**src/rtl/cam_pkg.sv**
```systemverilog
package cam_pkg;

    localparam int unsigned LANES = 3;
    localparam int unsigned LANE_VS = 0;
    localparam int unsigned LANE_HS = 1;
    localparam int unsigned LANE_PC = 2;

    function automatic logic active_rise(input logic now_v, input logic old_v, input logic inv);
        return (now_v ^ inv) & ~(old_v ^ inv);
    endfunction

endpackage

```
**src/rtl/cam_sync.sv**
```systemverilog
module cam_sync #(
    parameter int unsigned DATA_W = 10
) (
    input  logic              clk,
    input  logic              rst_n,
    input  logic              vs_in,
    input  logic              hs_in,
    input  logic              pc_in,
    input  logic [DATA_W-1:0] data_in,
    input  logic              vs_inv,
    input  logic              hs_inv,
    input  logic              pc_inv,
    output logic              vs_edge,
    output logic              hs_edge,
    output logic              hs_level,
    output logic              pc_edge,
    output logic [DATA_W-1:0] data_out
);
    import cam_pkg::*;

    typedef struct packed {
        logic [LANES-1:0]  st1;
        logic [LANES-1:0]  st2;
        logic [LANES-1:0]  st3;
        logic [DATA_W-1:0] dat1;
        logic [DATA_W-1:0] dat2;
    } sync_t;

    sync_t s_d, s_q;
    logic [LANES-1:0] inv_vec;
    logic [LANES-1:0] hit;

    assign inv_vec = {pc_inv, hs_inv, vs_inv};

    always_comb begin
        s_d      = s_q;
        s_d.st1  = {pc_in, hs_in, vs_in};
        s_d.st2  = s_q.st1;
        s_d.st3  = s_q.st2;
        s_d.dat1 = data_in;
        s_d.dat2 = s_q.dat1;
    end

    always_ff @(posedge clk or negedge rst_n) begin
        if (!rst_n) s_q <= '0;
        else        s_q <= s_d;
    end

    for (genvar g = 0; g < LANES; g++) begin : g_lane
        assign hit[g] = active_rise(s_q.st2[g], s_q.st3[g], inv_vec[g]);
    end

    assign vs_edge  = hit[LANE_VS];
    assign hs_edge  = hit[LANE_HS];
    assign pc_edge  = hit[LANE_PC];
    assign hs_level = s_q.st2[LANE_HS] ^ hs_inv;
    assign data_out = s_q.dat2;

endmodule

```
**src/rtl/cam_qual.sv**
```systemverilog
module cam_qual #(
    parameter int unsigned DATA_W = 10,
    parameter int unsigned CNT_W  = 16,
    localparam int unsigned WORD_W = DATA_W + 2
) (
    input  logic              clk,
    input  logic              rst_n,
    input  logic              cap_en,
    input  logic              gate_mode,
    input  logic              vs_edge,
    input  logic              hs_edge,
    input  logic              hs_level,
    input  logic              pc_edge,
    input  logic [DATA_W-1:0] pix,
    input  logic              buf_full,
    input  logic              ovf_clr,
    output logic              wr_en,
    output logic [WORD_W-1:0] wr_word,
    output logic              ovf,
    output logic [CNT_W-1:0]  frames,
    output logic [CNT_W-1:0]  lines,
    output logic              in_frame
);

    typedef struct packed {
        logic             open;
        logic             sof_pend;
        logic             sol_pend;
        logic             ovf;
        logic [CNT_W-1:0] frames;
        logic [CNT_W-1:0] lines;
    } qual_t;

    qual_t q_d, q_q;
    logic  take;

    assign take = q_q.open && pc_edge && (!gate_mode || hs_level);

    always_comb begin
        q_d = q_q;
        if (take) begin
            q_d.sof_pend = 1'b0;
            q_d.sol_pend = 1'b0;
        end
        if (!cap_en) begin
            q_d.open     = 1'b0;
            q_d.sof_pend = 1'b0;
            q_d.sol_pend = 1'b0;
        end else begin
            if (vs_edge) begin
                q_d.open     = 1'b1;
                q_d.sof_pend = 1'b1;
                q_d.sol_pend = 1'b0;
                q_d.frames   = q_q.frames + 1'b1;
                q_d.lines    = '0;
            end
            if (gate_mode && hs_edge && q_d.open) begin
                q_d.sol_pend = 1'b1;
                q_d.lines    = q_d.lines + 1'b1;
            end
        end
        q_d.ovf = (q_q.ovf && !ovf_clr) || (take && buf_full);
    end

    always_ff @(posedge clk or negedge rst_n) begin
        if (!rst_n) q_q <= '0;
        else        q_q <= q_d;
    end

    assign wr_en    = take && !buf_full;
    assign wr_word  = {q_q.sof_pend, gate_mode & q_q.sol_pend, pix};
    assign ovf      = q_q.ovf;
    assign frames   = q_q.frames;
    assign lines    = q_q.lines;
    assign in_frame = q_q.open;

endmodule

```
**src/rtl/cam_fifo.sv**
```systemverilog
module cam_fifo #(
    parameter int unsigned WIDTH = 12,
    parameter int unsigned DEPTH = 4,
    localparam int unsigned AW = (DEPTH > 1) ? $clog2(DEPTH) : 1
) (
    input  logic             clk,
    input  logic             rst_n,
    input  logic             push,
    input  logic [WIDTH-1:0] din,
    input  logic             pop,
    output logic [WIDTH-1:0] dout,
    output logic             not_empty,
    output logic             full
);

    typedef struct packed {
        logic [AW:0] wp;
        logic [AW:0] rp;
    } ptr_t;

    ptr_t p_d, p_q;
    logic [WIDTH-1:0] mem [DEPTH];
    logic do_push, do_pop;

    assign not_empty = (p_q.wp != p_q.rp);
    assign full      = (p_q.wp[AW] != p_q.rp[AW]) && (p_q.wp[AW-1:0] == p_q.rp[AW-1:0]);
    assign do_push   = push && !full;
    assign do_pop    = pop && not_empty;
    assign dout      = mem[p_q.rp[AW-1:0]];

    always_comb begin
        p_d = p_q;
        if (do_push) p_d.wp = p_q.wp + 1'b1;
        if (do_pop)  p_d.rp = p_q.rp + 1'b1;
    end

    always_ff @(posedge clk or negedge rst_n) begin
        if (!rst_n) p_q <= '0;
        else        p_q <= p_d;
    end

    always_ff @(posedge clk) begin
        if (do_push) mem[p_q.wp[AW-1:0]] <= din;
    end

endmodule

```
**src/rtl/cam_capture.sv**
```systemverilog
module cam_capture #(
    parameter int unsigned DATA_W = 10,
    parameter int unsigned DEPTH  = 4,
    parameter int unsigned CNT_W  = 16
) (
    input  logic              clk,
    input  logic              rst_n,
    input  logic              cap_en,
    input  logic              gate_mode,
    input  logic              vs_inv,
    input  logic              hs_inv,
    input  logic              pclk_fall,
    input  logic              sen_vsync,
    input  logic              sen_hsync,
    input  logic              sen_pclk,
    input  logic [DATA_W-1:0] sen_data,
    input  logic              rd_en,
    output logic [DATA_W+1:0] rd_data,
    output logic              rd_valid,
    output logic              fifo_full,
    output logic              ovf_flag,
    input  logic              ovf_clr,
    output logic [CNT_W-1:0]  frame_cnt,
    output logic [CNT_W-1:0]  line_cnt,
    output logic              frame_active
);
    localparam int unsigned WORD_W = DATA_W + 2;

    logic              vs_edge, hs_edge, hs_level, pc_edge;
    logic [DATA_W-1:0] pix;
    logic              wr_en;
    logic [WORD_W-1:0] wr_word;

    cam_sync #(.DATA_W(DATA_W)) u_sync (
        .clk      (clk),
        .rst_n    (rst_n),
        .vs_in    (sen_vsync),
        .hs_in    (sen_hsync),
        .pc_in    (sen_pclk),
        .data_in  (sen_data),
        .vs_inv   (vs_inv),
        .hs_inv   (hs_inv),
        .pc_inv   (pclk_fall),
        .vs_edge  (vs_edge),
        .hs_edge  (hs_edge),
        .hs_level (hs_level),
        .pc_edge  (pc_edge),
        .data_out (pix)
    );

    cam_qual #(.DATA_W(DATA_W), .CNT_W(CNT_W)) u_qual (
        .clk       (clk),
        .rst_n     (rst_n),
        .cap_en    (cap_en),
        .gate_mode (gate_mode),
        .vs_edge   (vs_edge),
        .hs_edge   (hs_edge),
        .hs_level  (hs_level),
        .pc_edge   (pc_edge),
        .pix       (pix),
        .buf_full  (fifo_full),
        .ovf_clr   (ovf_clr),
        .wr_en     (wr_en),
        .wr_word   (wr_word),
        .ovf       (ovf_flag),
        .frames    (frame_cnt),
        .lines     (line_cnt),
        .in_frame  (frame_active)
    );

    cam_fifo #(.WIDTH(WORD_W), .DEPTH(DEPTH)) u_fifo (
        .clk       (clk),
        .rst_n     (rst_n),
        .push      (wr_en),
        .din       (wr_word),
        .pop       (rd_en),
        .dout      (rd_data),
        .not_empty (rd_valid),
        .full      (fifo_full)
    );

endmodule

```
**config.mk**
```make
export PLATFORM = sky130hd
export DESIGN_NAME = cam_capture
export DESIGN_NICKNAME = d
export VERILOG_FILES = /design/src/rtl/cam_pkg.sv /design/src/rtl/cam_sync.sv /design/src/rtl/cam_qual.sv /design/src/rtl/cam_fifo.sv /design/src/rtl/cam_capture.sv
export SDC_FILE = /design/constraint.sdc
export NUM_CORES = 1
export LEC_CHECK = 0
export CORE_MARGIN = 2
export CORE_UTILIZATION = 28
export DETAILED_ROUTE_END_ITERATION = 8
export HOLD_SLACK_MARGIN = 0.15
export SLEW_MARGIN = 20
export SYNTH_ARGS = -nofsm -noshare
export SYNTH_HDL_FRONTEND = slang
export SYNTH_SLANG_ARGS = --single-unit
export TNS_END_PERCENT = 5
```
**constraint.sdc**
```tcl
create_clock -name clk -period 2.9 [get_ports clk]
set_input_delay 0.58 -clock clk [delete_from_list [all_inputs] [get_ports clk]]
set_output_delay 0.58 -clock clk [all_outputs]
set_load 0.1 [all_outputs]
```
==> reports/results.tsv, run 1 <==
metric	value	unit
post-CTS sizing	0	
Clock Path Buffers	2	
die area	18730	um2
Tmin final	2.515	ns
Worst slew margin	55.15	%
area grow syn2layout	29.45	%
CP endpoint	rd_data[2]	
HPWL after DPL	6.677	mm
Inserted Clock Buffers	17	
run status	finished clean	
Worst R2R Path Depth	7	
commonest non-fill, non-tap cells in the layout	dfrtp_1, buf_4, edfxtp_1	
largest stage delay on the critical path	0.59	ns
Initial Utilization	28.57	%
register-to-register setup slack	0.84	ns
final setup margin	0.3846	ns
sequential-to-total area share from yosys stat	65.13	%
unrepaired setup endpoints after global routing	false	
Cell Pwr Density	1006	nW/um2
CTS clk-pin slew, worst paths	0.06	ns
number of max-cap violations	0	
Cell Rows	48	
Non-Filler Instances	630	
post-CTS setup buffer count	0	
Clock Sink Count	119	
Root Buffer	clkbuf_16	
Port Buffers	69	
DR vias/cell	4.456	
static leakage	0.002542	uW
# H-tree levels	4	
DRT iter0 DRCs	151	
Total GRT Usage	11.72	%
ratio of cells with drive above 1 in the final layout	30.37	%
Placed Instances	598	
Reg-to-Reg Start	u_sync.s_d[20]	
CP required	2.32	ns
Synth warnings	0	
initial antenna violation count	0	
CTS tree	yes	
slew of the pin with the lowest slew margin	0.6728	ns
largest area contributor in the netlist	dfrtp_1	
Critical Path Fanout Max	12	
pre-CTS setup slack	0.1699	ns
Slowest cell on crit path	mux4_2	
top cell type's share of synthesized area	35.96	%
Hold Buf Count CTS	0	
Post-synth EDFFs	48	
Final Total Pwr	6434	uW
main area contributors after synthesis	dfrtp_1, edfxtp_1, mux4_2, buf_4, xnor2_1	
synth unique cells	47	
synthesized cell area	4941	um2
critical path launch point type	register	
first-pass GRT wire length	16.05	mm
Skew-Pair Late Insertion Delay	0.42	ns
final hold violations	0	
via count	2807	
antenna cells	0	
crit path capture type	output port	
chip height	136.8	um
peak supply drop	0.7636	mV
vias in the first global route	2997	
Post-synth top flop	dfrtp_1	
syn nets	359	
max-slew violations	0	
Setup crit start	u_fifo.p_q[0]	
Hold Path Class	primary input to async pin	
final setup fails	0	
synthesized area per cell	14.97	um2
Final Core Density	36.98	%
Remaining Overflow, GRT	0	
asr flop ratio synth	59.66	%
synthesized flop and latch total	119	
DR WL/cell	15.76	um
DR pass1 iterations	5	
Die W	136.8	um
Core Footprint	17300	um2
reg2reg end	u_qual.lines[10]	
Final nets	421	
GP Congestion	0.7579	
Routed Antenna Nets	0	
WS Path Type	register to output port	
most common cell after layout, fill and taps aside	dfrtp_1	
clock skew	0.006706	ns
Post-Synthesis Cells	330	
I/O Pins	70	
final wirelength	9.930	mm
Critical Path AT	1.94	ns
critical path, cell by cell	buf_4 -> mux4_2 -> buf_12	
DRC	0	
part of the cycle the worst path needs	86.74	%
pin count of the biggest net entering global routing	52	
max frequency	397.5	MHz
[worst min-delay path by stage]
stage                         startpoint                 end  cells past startpoint
after floorplan                    rst_n       u_fifo.p_q[0]                      0
after global placement    u_sync.s_d[23]      u_sync.s_d[20]                      0
after detailed placement   u_sync.s_d[5]  u_sync.data_out[5]                      0
after CTS                          rst_n    u_qual.lines[11]                      1
after global routing               rst_n     u_qual.lines[9]                      1
final                              rst_n    u_qual.lines[11]                      1
[final cells by class]
class | instances | area [um2]
well taps | 225 | 281.5
multi-input cells | 163 | 1400
fillers | 1640 | 10900
flip-flops and latches | 119 | 3219
clock inverters | 15 | 195.2
inverters | 9 | 33.78
clock buffers | 17 | 425.4
repair buffers | 82 | 840.8
[cells by family (layout without fill, tap and decap cells)]
group | after synthesis | after routing | share of synthesized area [%]
compound gates | 17 | 17 | 3.216
buf+inv | 48 | 123 | 6.736
fa+ha+maj | 7 | 7 | 1.773
mux | 18 | 18 | 6.761
xor+xnor | 34 | 34 | 6.179
flops | 119 | 119 | 65.13
simple gates | 87 | 87 | 10.21
[synth_stat cells, types with 2 or more instances]
library cell and count:
mux2_2 3, nor2_1 6, ha_1 7, o21a_1 2, buf_2 2, dfrtp_1 71, buf_6 4, nand4_1 11
nand2_1 23, mux4_2 12, o211ai_1 3, nor3_1 4, inv_1 9, nand3_1 11, xnor2_1 26, mux2i_1 3
and3_1 3, nor4_1 6, and3b_1 2, nor3b_1 3, and4_1 4, buf_4 32, xor2_1 7, and2_1 5
a21oi_4 2, edfxtp_1 48
[power by group]
part / switching, uW / leakage [uW] / internal, uW / total, uW
clock network: 805 / 0.000290 / 1370 / 2180
logic: 1480 / 0.000915 / 789 / 2270
registers: 117 / 0.00134 / 1870 / 1990
total: 2410 / 0.00254 / 4030 / 6430
[flip-flops by register name, indices dropped and copies added (netlist names)]
register         cells
u_fifo.mem          48
u_qual.frames       16
u_qual.lines        16
u_sync.s_d          16
u_sync.data_out     10
u_fifo.p_q           6
u_sync.s_q           3
u_qual.in_frame      1
u_qual.ovf           1
u_qual.q_q           1
u_qual.wr_word       1
[critical path, delay by kind of cell (launching register included)]
family   cells  cell delay (ns)
buf+inv      2             0.49
mux          1             0.59
flops        1             0.43
[per-layer routing]
layer,vias up,part of all wire [%],track usage [%]
li1,1299,-,-
met1,1424,44,14.29
met2,72,51,18.94
met3,12,4.1,3.778
met4,0,1.6,5.326
met5,-,0,0
[through the flow]
stage	instance area (um2)	TNS (ns)	hold WS, ns
finish	6396	0	0.2040
global route	6396	0	0.2458
CTS	6396	0	0.2174
detailed placement	5776	0	0.3347
global placement	5776	0	0.3332
floorplan	4947	-0.01176	0.2844
No activity file was read; power rests on OpenSTA's default activity.
==> run 2, diff against run 1 <==
- CTS_CLUSTER_SIZE: not set -> 30
- GPL_TIMING_DRIVEN: not set -> 1
==> results of run 2 <==
No change in the layout: final DEF, timing and power equal those of run 1.
==> run 3, diff against run 2 <==
- MAX_ROUTING_LAYER: not set -> met4
==> reports/results.tsv, run 3 (synthesized netlist as in run 1, its figures left out) <==
metric	value	unit
run status	finished clean	
via count	2795	
Clock Sink Count	119	
WS Path Type	register to output port	
final hold violations	0	
HPWL after DPL	6.677	mm
peak supply drop	0.7638	mV
chip height	136.8	um
Cell Rows	48	
DR vias/cell	4.437	
Remaining Overflow, GRT	0	
Core Footprint	17300	um2
Skew-Pair Late Insertion Delay	0.41	ns
part of the cycle the worst path needs	86.86	%
post-CTS sizing	0	
clock skew	0.007620	ns
antenna cells	0	
Root Buffer	clkbuf_16	
Critical Path AT	1.94	ns
register-to-register setup slack	0.82	ns
CTS clk-pin slew, worst paths	0.06	ns
Hold Path Class	primary input to async pin	
Setup crit start	u_fifo.p_q[0]	
static leakage	0.002542	uW
Inserted Clock Buffers	17	
area grow syn2layout	29.45	%
Final nets	421	
Initial Utilization	28.57	%
DR WL/cell	15.72	um
Tmin final	2.519	ns
max-slew violations	0	
pin count of the biggest net entering global routing	52	
CP endpoint	rd_data[2]	
DRC	0	
Die W	136.8	um
first-pass GRT wire length	16.11	mm
unrepaired setup endpoints after global routing	false	
Critical Path Fanout Max	12	
commonest non-fill, non-tap cells in the layout	dfrtp_1, buf_4, edfxtp_1	
DRT iter0 DRCs	165	
hold_ws	0.1995	ns
crit path capture type	output port	
Worst R2R Path Depth	7	
die area	18730	um2
number of max-cap violations	0	
Cell Area, Placed	5776	um2
final setup margin	0.3811	ns
vias in the first global route	2993	
# H-tree levels	4	
pre-CTS setup slack	0.1699	ns
post-CTS setup buffer count	0	
final wirelength	9.905	mm
Reg-to-Reg Start	u_sync.s_d[20]	
Clock Path Buffers	2	
Final Total Pwr	6437	uW
final setup fails	0	
Total GRT Usage	12.09	%
slew of the pin with the lowest slew margin	0.6640	ns
Routed Antenna Nets	0	
final instance area	6396	um2
most common cell after layout, fill and taps aside	dfrtp_1	
critical path launch point type	register	
ratio of cells with drive above 1 in the final layout	30.37	%
GP Congestion	0.7678	
I/O Pins	70	
reg2reg end	u_qual.lines[10]	
CTS tree	yes	
CP required	2.32	ns
Worst slew margin	55.73	%
Hold Buf Count CTS	0	
max frequency	397.0	MHz
DR pass1 iterations	5	
Cell Pwr Density	1006	nW/um2
initial antenna violation count	0	
Port Buffers	69	
max reg flops	48	
[run 3: worst max-delay path, stage by stage (launching register included)]
cell and delay, ns:
dfrtp_1 0.43, buf_4 0.30, mux4_2 0.59, buf_12 0.19
[run 3: stage by stage]
| stage | setup TNS, ns | std cells | util (%) |
|---|---|---|---|
| finish | 0 | 630 | 36.98 |
| CTS | 0 | 630 | 36.98 |
| detailed placement | 0 | 598 | 33.39 |
| global route | 0 | 630 | 36.98 |
| floorplan | -0.01176 | 330 | - |
| global placement | 0 | 598 | 33.39 |
[run 3: power breakdown]
group / switching [uW] / internal, uW
combinational: 1480 / 789
sequential: 117 / 1870
clock: 807 / 1370
total: 2410 / 4030
[run 3: area by class of cell]
class | instances | area (um2)
clock buffers | 17 | 425.4
clock inverters | 15 | 195.2
fillers | 1640 | 10900
inverters | 9 | 33.78
multi-input cells | 163 | 1400
flip-flops and latches | 119 | 3219
well taps | 225 | 281.5
repair buffers | 82 | 840.8
[run 3: worst min path at each step]
stage / startpoint / to / slack, ns / depth (start not counted)
final: rst_n / u_qual.lines[11] / 0.20 / 1
after global placement: u_sync.s_d[23] / u_sync.s_d[20] / 0.33 / 0
after floorplan: rst_n / u_fifo.p_q[0] / 0.28 / 0
after global routing: rst_n / u_qual.lines[9] / 0.24 / 1
after CTS: rst_n / u_qual.lines[11] / 0.22 / 1
after detailed placement: u_sync.s_d[5] / u_sync.data_out[5] / 0.33 / 0
[run 3: metal layers]
layer,wire (um),global-route usage (%),up-vias,part of all wire (%)
met5,0,-,-,0
met4,119,4.811,0,1.2
met3,458,4.148,9,4.6
met2,5009,18.94,78,51
met1,4317,14.36,1414,44
li1,-,-,1294,-
